File: config.mk
export PLATFORM = sky130hd
export DESIGN_NAME = chain_spi_regslave
export DESIGN_NICKNAME = d
export VERILOG_FILES = /design/src/rtl/chain_spi_pkg.sv /design/src/rtl/spi_edge_sampler.sv /design/src/rtl/spi_frame_ctl.sv /design/src/rtl/spi_chain_fwd.sv /design/src/rtl/spi_reg_bank.sv /design/src/rtl/chain_spi_regslave.sv
export SDC_FILE = /design/constraint.sdc
export NUM_CORES = 1
export LEC_CHECK = 0
export ABC_AREA = 0
export BUFFER_PORTS_ARGS = -buffer_cell sky130_fd_sc_hd__buf_2
export CORE_ASPECT_RATIO = 0.9
export CORE_MARGIN = 8
export CORE_UTILIZATION = 58
export CTS_BUF_LIST = sky130_fd_sc_hd__clkbuf_8 sky130_fd_sc_hd__clkbuf_16
export DETAILED_ROUTE_END_ITERATION = 7
export GPL_TIMING_DRIVEN = 0
export PLACE_DENSITY_LB_ADDON = 0.05
export SYNTH_ARGS = -nofsm -noshare
export SYNTH_HDL_FRONTEND = slang
export SYNTH_HIERARCHICAL = 1
export SYNTH_SLANG_ARGS = --single-unit
File: constraint.sdc
create_clock -name clk -period 3.5 [get_ports clk]
set_clock_uncertainty 0.1 [all_clocks]
set_input_delay 0.35 -clock clk [delete_from_list [all_inputs] [get_ports clk]]
set_output_delay 0.35 -clock clk [all_outputs]
set_load 0.02 [all_outputs]
File: src/rtl/chain_spi_pkg.sv
// Shared types for the daisy-chained serial register slave.
// Assumes byte-wide framing and a 4-bit channel number.
package chain_spi_pkg;
    localparam int BYTE_W = 8;
    localparam int CID_W  = 4;

    typedef enum logic [1:0] {PH_CTRL, PH_ADDR, PH_DATA0, PH_DATA1} phase_e;

    typedef struct packed {
        logic [CID_W-1:0] cid;
        logic             bcast;
        logic             rd;
        logic [1:0]       tag;
    } ctrl_s;

    // Split a control byte; the channel number arrives LSB first in bits 7..4.
    function automatic ctrl_s split_ctrl(input logic [BYTE_W-1:0] b);
        ctrl_s c;
        c.cid   = {b[4], b[5], b[6], b[7]};
        c.bcast = b[3];
        c.rd    = b[2];
        c.tag   = b[1:0];
        return c;
    endfunction
endpackage

File: src/rtl/spi_edge_sampler.sv
// Oversamples the bus pins with the system clock and reports serial clock
// edges that occur while select is low. Assumes sclk/cs_n/mosi are already
// synchronous to clk or slow enough that one register stage suffices.
module spi_edge_sampler (
    input  logic clk,
    input  logic rst_n,
    input  logic sclk,
    input  logic cs_n,
    input  logic mosi,
    output logic rise,
    output logic fall,
    output logic cs_idle,
    output logic din
);
    logic sclk_q, sclk_d, cs_q, din_q;

    // Register the pins and keep one earlier clock sample for edge detection.
    always_ff @(posedge clk) begin
        if (!rst_n) begin
            sclk_q <= 1'b1;
            sclk_d <= 1'b1;
            cs_q   <= 1'b1;
            din_q  <= 1'b0;
        end else begin
            sclk_q <= sclk;
            sclk_d <= sclk_q;
            cs_q   <= cs_n;
            din_q  <= mosi;
        end
    end

    assign rise    = sclk_q & ~sclk_d & ~cs_q;
    assign fall    = ~sclk_q & sclk_d & ~cs_q;
    assign cs_idle = cs_q;
    assign din     = din_q;
endmodule

File: src/rtl/spi_frame_ctl.sv
// Byte framing and frame decode: counts sampled bits, assembles bytes, walks
// control -> address -> data phases and latches hit/read/address.
// Assumes two_bytes is static for the duration of a frame.
module spi_frame_ctl
    import chain_spi_pkg::*;
#(
    parameter int ADDR_W = 6
) (
    input  logic              clk,
    input  logic              rst_n,
    input  logic              rise,
    input  logic              cs_idle,
    input  logic              din,
    input  logic              two_bytes,
    output phase_e            phase,
    output logic [2:0]        bit_idx,
    output logic              byte_done,
    output logic [BYTE_W-1:0] byte_val,
    output logic              hit,
    output logic              rd_op,
    output logic [ADDR_W-1:0] addr
);
    localparam logic [2:0] LAST_BIT = 3'(BYTE_W - 1);

    logic [BYTE_W-2:0] shreg;
    ctrl_s             ctl;

    assign byte_val  = {shreg, din};
    assign byte_done = rise & (bit_idx == LAST_BIT);
    assign ctl       = split_ctrl(byte_val);

    // Advance the bit counter and phase; abandon a frame cut mid-byte.
    always_ff @(posedge clk) begin
        if (!rst_n) begin
            phase   <= PH_CTRL;
            bit_idx <= '0;
            shreg   <= '0;
            hit     <= 1'b0;
            rd_op   <= 1'b0;
            addr    <= '0;
        end else if (cs_idle && bit_idx != 3'd0) begin
            phase   <= PH_CTRL;
            bit_idx <= '0;
            hit     <= 1'b0;
            rd_op   <= 1'b0;
        end else if (rise) begin
            shreg   <= byte_val[BYTE_W-2:0];
            bit_idx <= bit_idx + 3'd1;
            if (bit_idx == LAST_BIT) begin
                unique case (phase)
                    PH_CTRL: begin
                        hit   <= (ctl.tag == 2'b10) &&
                                 (ctl.bcast ? !ctl.rd : (ctl.cid == '0));
                        rd_op <= ctl.rd & ~ctl.bcast;
                        phase <= PH_ADDR;
                    end
                    PH_ADDR: begin
                        addr  <= byte_val[ADDR_W-1:0];
                        phase <= PH_DATA0;
                    end
                    PH_DATA0: phase <= two_bytes ? PH_DATA1 : PH_CTRL;
                    default:  phase <= PH_CTRL;
                endcase
            end
        end
    end

    // a select rise mid-byte returns framing to the start of a control byte
    a_r8_resync_idle: assert property (@(posedge clk) disable iff (!rst_n)
        (cs_idle && bit_idx != 3'd0) |=> (bit_idx == 3'd0 && phase == PH_CTRL && !hit));
    // the second data byte always closes the frame
    a_r1_frame_closes: assert property (@(posedge clk) disable iff (!rst_n)
        (byte_done && phase == PH_DATA1) |=> (phase == PH_CTRL));
    // a control byte with a bad tag never selects the device
    a_r2_bad_tag_ignored: assert property (@(posedge clk) disable iff (!rst_n)
        (byte_done && phase == PH_CTRL && byte_val[1:0] != 2'b10) |=> !hit);
endmodule

File: src/rtl/spi_chain_fwd.sv
// Forwards the incoming stream to the next device and subtracts one from the
// LSB-first channel number on the fly with a serial borrow.
// Assumes the ID occupies the first CID_W bits of each control byte.
module spi_chain_fwd
    import chain_spi_pkg::*;
(
    input  logic       clk,
    input  logic       rst_n,
    input  logic       rise,
    input  logic       cs_idle,
    input  phase_e     phase,
    input  logic [2:0] bit_idx,
    input  logic       din,
    output logic       chain_out
);
    logic borrow, borrow_eff, in_id;

    assign in_id      = ~cs_idle & (phase == PH_CTRL) & (bit_idx < 3'(CID_W));
    assign borrow_eff = (bit_idx == 3'd0) ? 1'b1 : borrow;

    // Drive the forwarded bit and carry the borrow to the next ID bit.
    always_ff @(posedge clk) begin
        if (!rst_n) begin
            borrow    <= 1'b1;
            chain_out <= 1'b0;
        end else begin
            chain_out <= din ^ (in_id & borrow_eff);
            if (rise && in_id) borrow <= borrow_eff & ~din;
        end
    end

    // outside the control byte the stream passes through unchanged
    a_r4_copy_outside_id: assert property (@(posedge clk) disable iff (!rst_n)
        (phase != PH_CTRL) |=> (chain_out == $past(din)));
endmodule

File: src/rtl/spi_reg_bank.sv
// Register file with one synchronous write port and one combinational read
// port; clears to zero on reset. Assumes at most one write per clock.
module spi_reg_bank #(
    parameter int ADDR_W = 6,
    parameter int DATA_W = 8
) (
    input  logic              clk,
    input  logic              rst_n,
    input  logic              we,
    input  logic [ADDR_W-1:0] waddr,
    input  logic [DATA_W-1:0] wdata,
    input  logic [ADDR_W-1:0] raddr,
    output logic [DATA_W-1:0] rdata
);
    localparam int DEPTH = 1 << ADDR_W;

    logic [DATA_W-1:0] mem [DEPTH];

    // Clear every entry on reset, otherwise store the write port.
    always_ff @(posedge clk) begin
        if (!rst_n) begin
            for (int i = 0; i < DEPTH; i++) mem[i] <= '0;
        end else if (we) begin
            mem[waddr] <= wdata;
        end
    end

    assign rdata = mem[raddr];

    // a write lands at the decoded address
    a_r6_write_lands: assert property (@(posedge clk) disable iff (!rst_n)
        we |=> (mem[$past(waddr)] == $past(wdata)));
endmodule

File: src/rtl/chain_spi_regslave.sv
// Top of the daisy-chained serial register slave: edge sampling, framing,
// ID-rewriting pass-through, register file and read shifter.
// Assumes the serial half-period exceeds 2*(chain position)+3 clk cycles.
module chain_spi_regslave
    import chain_spi_pkg::*;
#(
    parameter int ADDR_W = 6
) (
    input  logic clk,
    input  logic rst_n,
    input  logic two_data_bytes,
    input  logic sclk,
    input  logic cs_n,
    input  logic mosi,
    output logic miso,
    output logic miso_oe,
    output logic chain_out
);
    logic              rise, fall, cs_idle, din;
    phase_e            phase;
    logic [2:0]        bit_idx;
    logic              byte_done, hit, rd_op;
    logic [BYTE_W-1:0] byte_val, rdata, tx;
    logic [ADDR_W-1:0] addr, addr_nx, waddr, raddr;
    logic              in_data, we, ld, drive;

    spi_edge_sampler u_pins (
        .clk(clk), .rst_n(rst_n), .sclk(sclk), .cs_n(cs_n), .mosi(mosi),
        .rise(rise), .fall(fall), .cs_idle(cs_idle), .din(din)
    );

    spi_frame_ctl #(.ADDR_W(ADDR_W)) u_frame (
        .clk(clk), .rst_n(rst_n), .rise(rise), .cs_idle(cs_idle), .din(din),
        .two_bytes(two_data_bytes), .phase(phase), .bit_idx(bit_idx),
        .byte_done(byte_done), .byte_val(byte_val), .hit(hit),
        .rd_op(rd_op), .addr(addr)
    );

    spi_chain_fwd u_fwd (
        .clk(clk), .rst_n(rst_n), .rise(rise), .cs_idle(cs_idle),
        .phase(phase), .bit_idx(bit_idx), .din(din), .chain_out(chain_out)
    );

    assign addr_nx = addr + ADDR_W'(1);
    assign in_data = (phase == PH_DATA0) || (phase == PH_DATA1);
    assign we      = byte_done & hit & ~rd_op & in_data;
    assign waddr   = (phase == PH_DATA1) ? addr_nx : addr;
    assign ld      = byte_done & hit & rd_op &
                     ((phase == PH_ADDR) || (phase == PH_DATA0 && two_data_bytes));
    assign raddr   = (phase == PH_ADDR) ? byte_val[ADDR_W-1:0] : addr_nx;
    assign drive   = hit & rd_op & in_data & ~cs_idle;

    spi_reg_bank #(.ADDR_W(ADDR_W), .DATA_W(BYTE_W)) u_regs (
        .clk(clk), .rst_n(rst_n), .we(we), .waddr(waddr), .wdata(byte_val),
        .raddr(raddr), .rdata(rdata)
    );

    // Load read data at a byte end and shift it out on falling serial edges.
    always_ff @(posedge clk) begin
        if (!rst_n) begin
            tx   <= '0;
            miso <= 1'b0;
        end else if (ld) begin
            tx <= rdata;
        end else if (fall && drive) begin
            miso <= tx[BYTE_W-1];
            tx   <= {tx[BYTE_W-2:0], 1'b0};
        end
    end

    assign miso_oe = drive;

    // read data only moves right after a falling serial edge
    a_r7_miso_on_fall: assert property (@(posedge clk) disable iff (!rst_n)
        !$past(fall) |-> $stable(miso));
    // the pin is never driven while a write frame is in its data bytes
    a_r5_no_drive_on_write: assert property (@(posedge clk) disable iff (!rst_n)
        (in_data && !rd_op) |-> !miso_oe);
endmodule

==> impl_metrics.json <==
{
  "status": "finished, violations left",
  "violations": "max-capacitance violations, max-slew violations",
  "cp_num_buf_inv": 3,
  "grt.total_usage": 0.289,
  "p_int_mw": 11.1,
  "syn_avg_cell_area_um2": 14.6,
  "p_clk_frac": 0.423,
  "place.gp.congestion": 0.955,
  "antenna_found_initial": 4,
  "die_area_um2": 51200,
  "grt_start_max_net_pins": 16,
  "hp-class": "in2reg",
  "netlist_area_um2": 25600,
  "grt_overflow": 0,
  "power_frac_seq": 0.539,
  "clock_path_buffers": 3,
  "dieHeight_um": 215,
  "design_area_um2": 29900,
  "drc": 0,
  "cp_top_family": "multiplexers",
  "netSwitchingFraction": 0.205,
  "fin_cells": 2518,
  "synth_edf_count": 512,
  "postLayoutCoreUtil": 0.680,
  "synth_seq_cells": 547,
  "wl_met1_mm": 29.5,
  "max_freq_mhz": 289,
  "crit_slowest_cell": "mux4_2",
  "via_count": 15907,
  "synth_ff_type": "edfxtp_1",
  "relSlewSlack": -0.0324,
  "worst_pin_slew_ns": 1.55,
  "drtPass1Iterations": 6,
  "ios": 9,
  "highest_layer": "met4",
  "p_leak_nw": 10.2,
  "grt_pass1_vias": 15532,
  "worstSkewPairLatency_ns": 0.61,
  "hpwl_mm": 51.0,
  "setup_viol": 0,
  "viasPerCell": 6.32,
  "pwr_density_cell_nw_per_um2": 468,
  "htreeDepth": 2,
  "final_common_cell": "and2_1",
  "wl_met2_mm": 33.7,
  "fp.dieW_um": 238,
  "nFillCells": 3015,
  "final_cell_mix": "and2_1 (513), edfxtp_1 (512), mux4_2 (132)",
  "critPathArrivalTime_ns": 3.87,
  "cts_tree": "yes",
  "synth_nets": 1768,
  "wl_met3_mm": 7.87,
  "hold_viol": 0,
  "synth_seq_area_share": 0.627,
  "synthCells": 1758,
  "clk_pin_slew_worst_paths_ns": 0.06,
  "p_comb_frac": 0.038,
  "p_sw_mw": 2.87,
  "placed_area_um2": 26500,
  "worstPathCellList": "nor2b_4 > mux2_2 > buf_2 > buf_8 > buf_2 > mux4_2 > mux4_2 > nor2_1 > nor3_1 > a21o_1 > o21ai_2 > a21oi_2",
  "worstSetupStartpointType": "register",
  "core_area_um2": 43900,
  "ys_async_sr_fraction": 0,
  "drt_iter0_drc": 2010,
  "routed_wl_mm": 74.5,
  "cp-end-kind": "register",
  "synth_cell_type_count": 64,
  "slowest_delay_ns": 0.53,
  "worstPathRequired_ns": 3.91,
  "areaGrowthSynthToFinish_pct": 16.6,
  "min_period_ns": 3.46,
  "multi_input_area_um2": 9850,
  "crit_fanout": 11,
  "port_buffers": 8,
  "seq_area_um2": 16100,
  "grt_pass1_wl_mm": 107,
  "fp-row-count": 73,
  "initial_core_util": 0.584,
  "maxSlewViolCount": 11,
  "wl_per_cell_um": 29.6,
  "drive_gt1_frac": 0.253,
  "drv_cap": 1,
  "period_share": 0.989,
  "ant_nets": 0,
  "cts_inserted_buffers": 56,
  "ir_drop_mv": 0.409,
  "cts_root_buffer": "clkbuf_16",
  "crit_type": "reg2reg",
  "placed_cells": 2374,
  "clock_sinks": 547,
  "ys_warn_count": 6,
  "fin_nets": 1880
}
==> worst reg2reg max path, delay by kind of cell (launching register included) <==
family	cells	cell delay, ns
muxes	3	1.15
buffers and inverters	3	0.85
and+or+nand+nor	3	0.45
DFF	1	0.43
AOI/OAI and AO/OA	3	0.39
==> cells in the mapped netlist (9+ instances only) <==
cell type  instances  area, µm²
nand3b_1           9       67.6
mux2i_1           49        490
o22ai_1           14       87.6
and2_1           513       3210
mux4_2           132       2970
buf_1             10       37.5
nor2b_1           18        113
nand2b_1          13       81.3
o21ai_0           78        390
buf_2             14       70.1
nor2_1            84        315
buf_4             11       82.6
a21oi_1           20        100
clkbuf_1          87        327
nand2_1           22       82.6
dfxtp_1           35        701
buf_6             11        124
edfxtp_1         512      15400
==> registers in the layout (all words and copies together), names as in the netlist, 2 cells and up <==
signal and cells:
u_frame/bit_idx 3, u_frame/shreg 7, u_regs/mem 512, u_frame/addr 6, tx 8, u_frame/phase 2
==> routing by layer <==
layer  up-vias  global-route usage
met5         -                   0
met3       175              0.0654
li1       6708                   -
met4         0               0.125
met1      8080               0.399
met2       944               0.440
==> power by group through the flow <==
stage | logic, mW | clock network (mW) | registers [mW]
CTS | 0.483 | 5.98 | 7.53
detailed placement | 0.425 | 0 | 7.67
global placement | 0.414 | 0 | 7.66
global route | 0.545 | 6.22 | 7.56
finish | 0.528 | 5.91 | 7.53
floorplan | 0.272 | 0 | 7.62
==> worst paths after layout <==
kind / from / slack [ns] / endpoint / cells past startpoint
max: u_frame/phase[0] / 0.04 / tx[7] / 12
min: rst_n / 0.03 / u_fwd/borrow / 2
max reg2reg: u_frame/phase[0] / 0.04 / tx[7] / 12
min reg2reg: tx[7] / 0.38 / miso / 2
==> layout make-up <==
class / count / area share
timing repair buffer: 55 / 0.0177
inverter: 9 / 0.00113
sequential: 547 / 0.538
multi-input combinational: 1069 / 0.330
antenna: 2 / 0.000167
clock inverter: 42 / 0.0102
buffer: 132 / 0.0271
tap: 600 / 0.0251
clock buffer: 62 / 0.0508
==> through the flow <==
step           hold slack [ns]  worst slack (ns)  total power, mW  setup TNS, ns
6_report                0.0305            0.0378             14.0              0
5_1_grt                 0.0480          -0.00698             14.3        -0.0349
4_1_cts                0.00224            -0.256             14.0         -32.18
3_5_place_dp             0.359             -1.47             8.10        -410.17
3_3_place_gp             0.350             -1.46             8.07        -475.66
2_1_floorplan            0.323             0.277             7.89              0
==> logic make-up (layout without fill, tap and decap cells) <==
family                   after synthesis  after routing  synth area share
AND/OR/NAND/NOR                      712            712             0.167
flip-flops                           547            547             0.627
multiplexers                         188            188             0.138
AO/OA/AOI/OAI                        155            155            0.0366
buffers and inverters                142            300            0.0263
XOR/XNOR                              10             10           0.00342
adder cells (fa/ha/maj)                4              4           0.00195
other                                  0              2                 0
==> repair_timing <==
action / 4_1_cts / 5_1_grt
cloned: 0 / 0
gates resized for setup: 254 / 91
endpoints found under the hold margin: 4 / 0
setup endpoints to repair: 784 / 855
buffers inserted: 7 / 25
hold buffers: 6 / 0
pin swaps: 5 / 16
(Power assumes the default switching activity.)
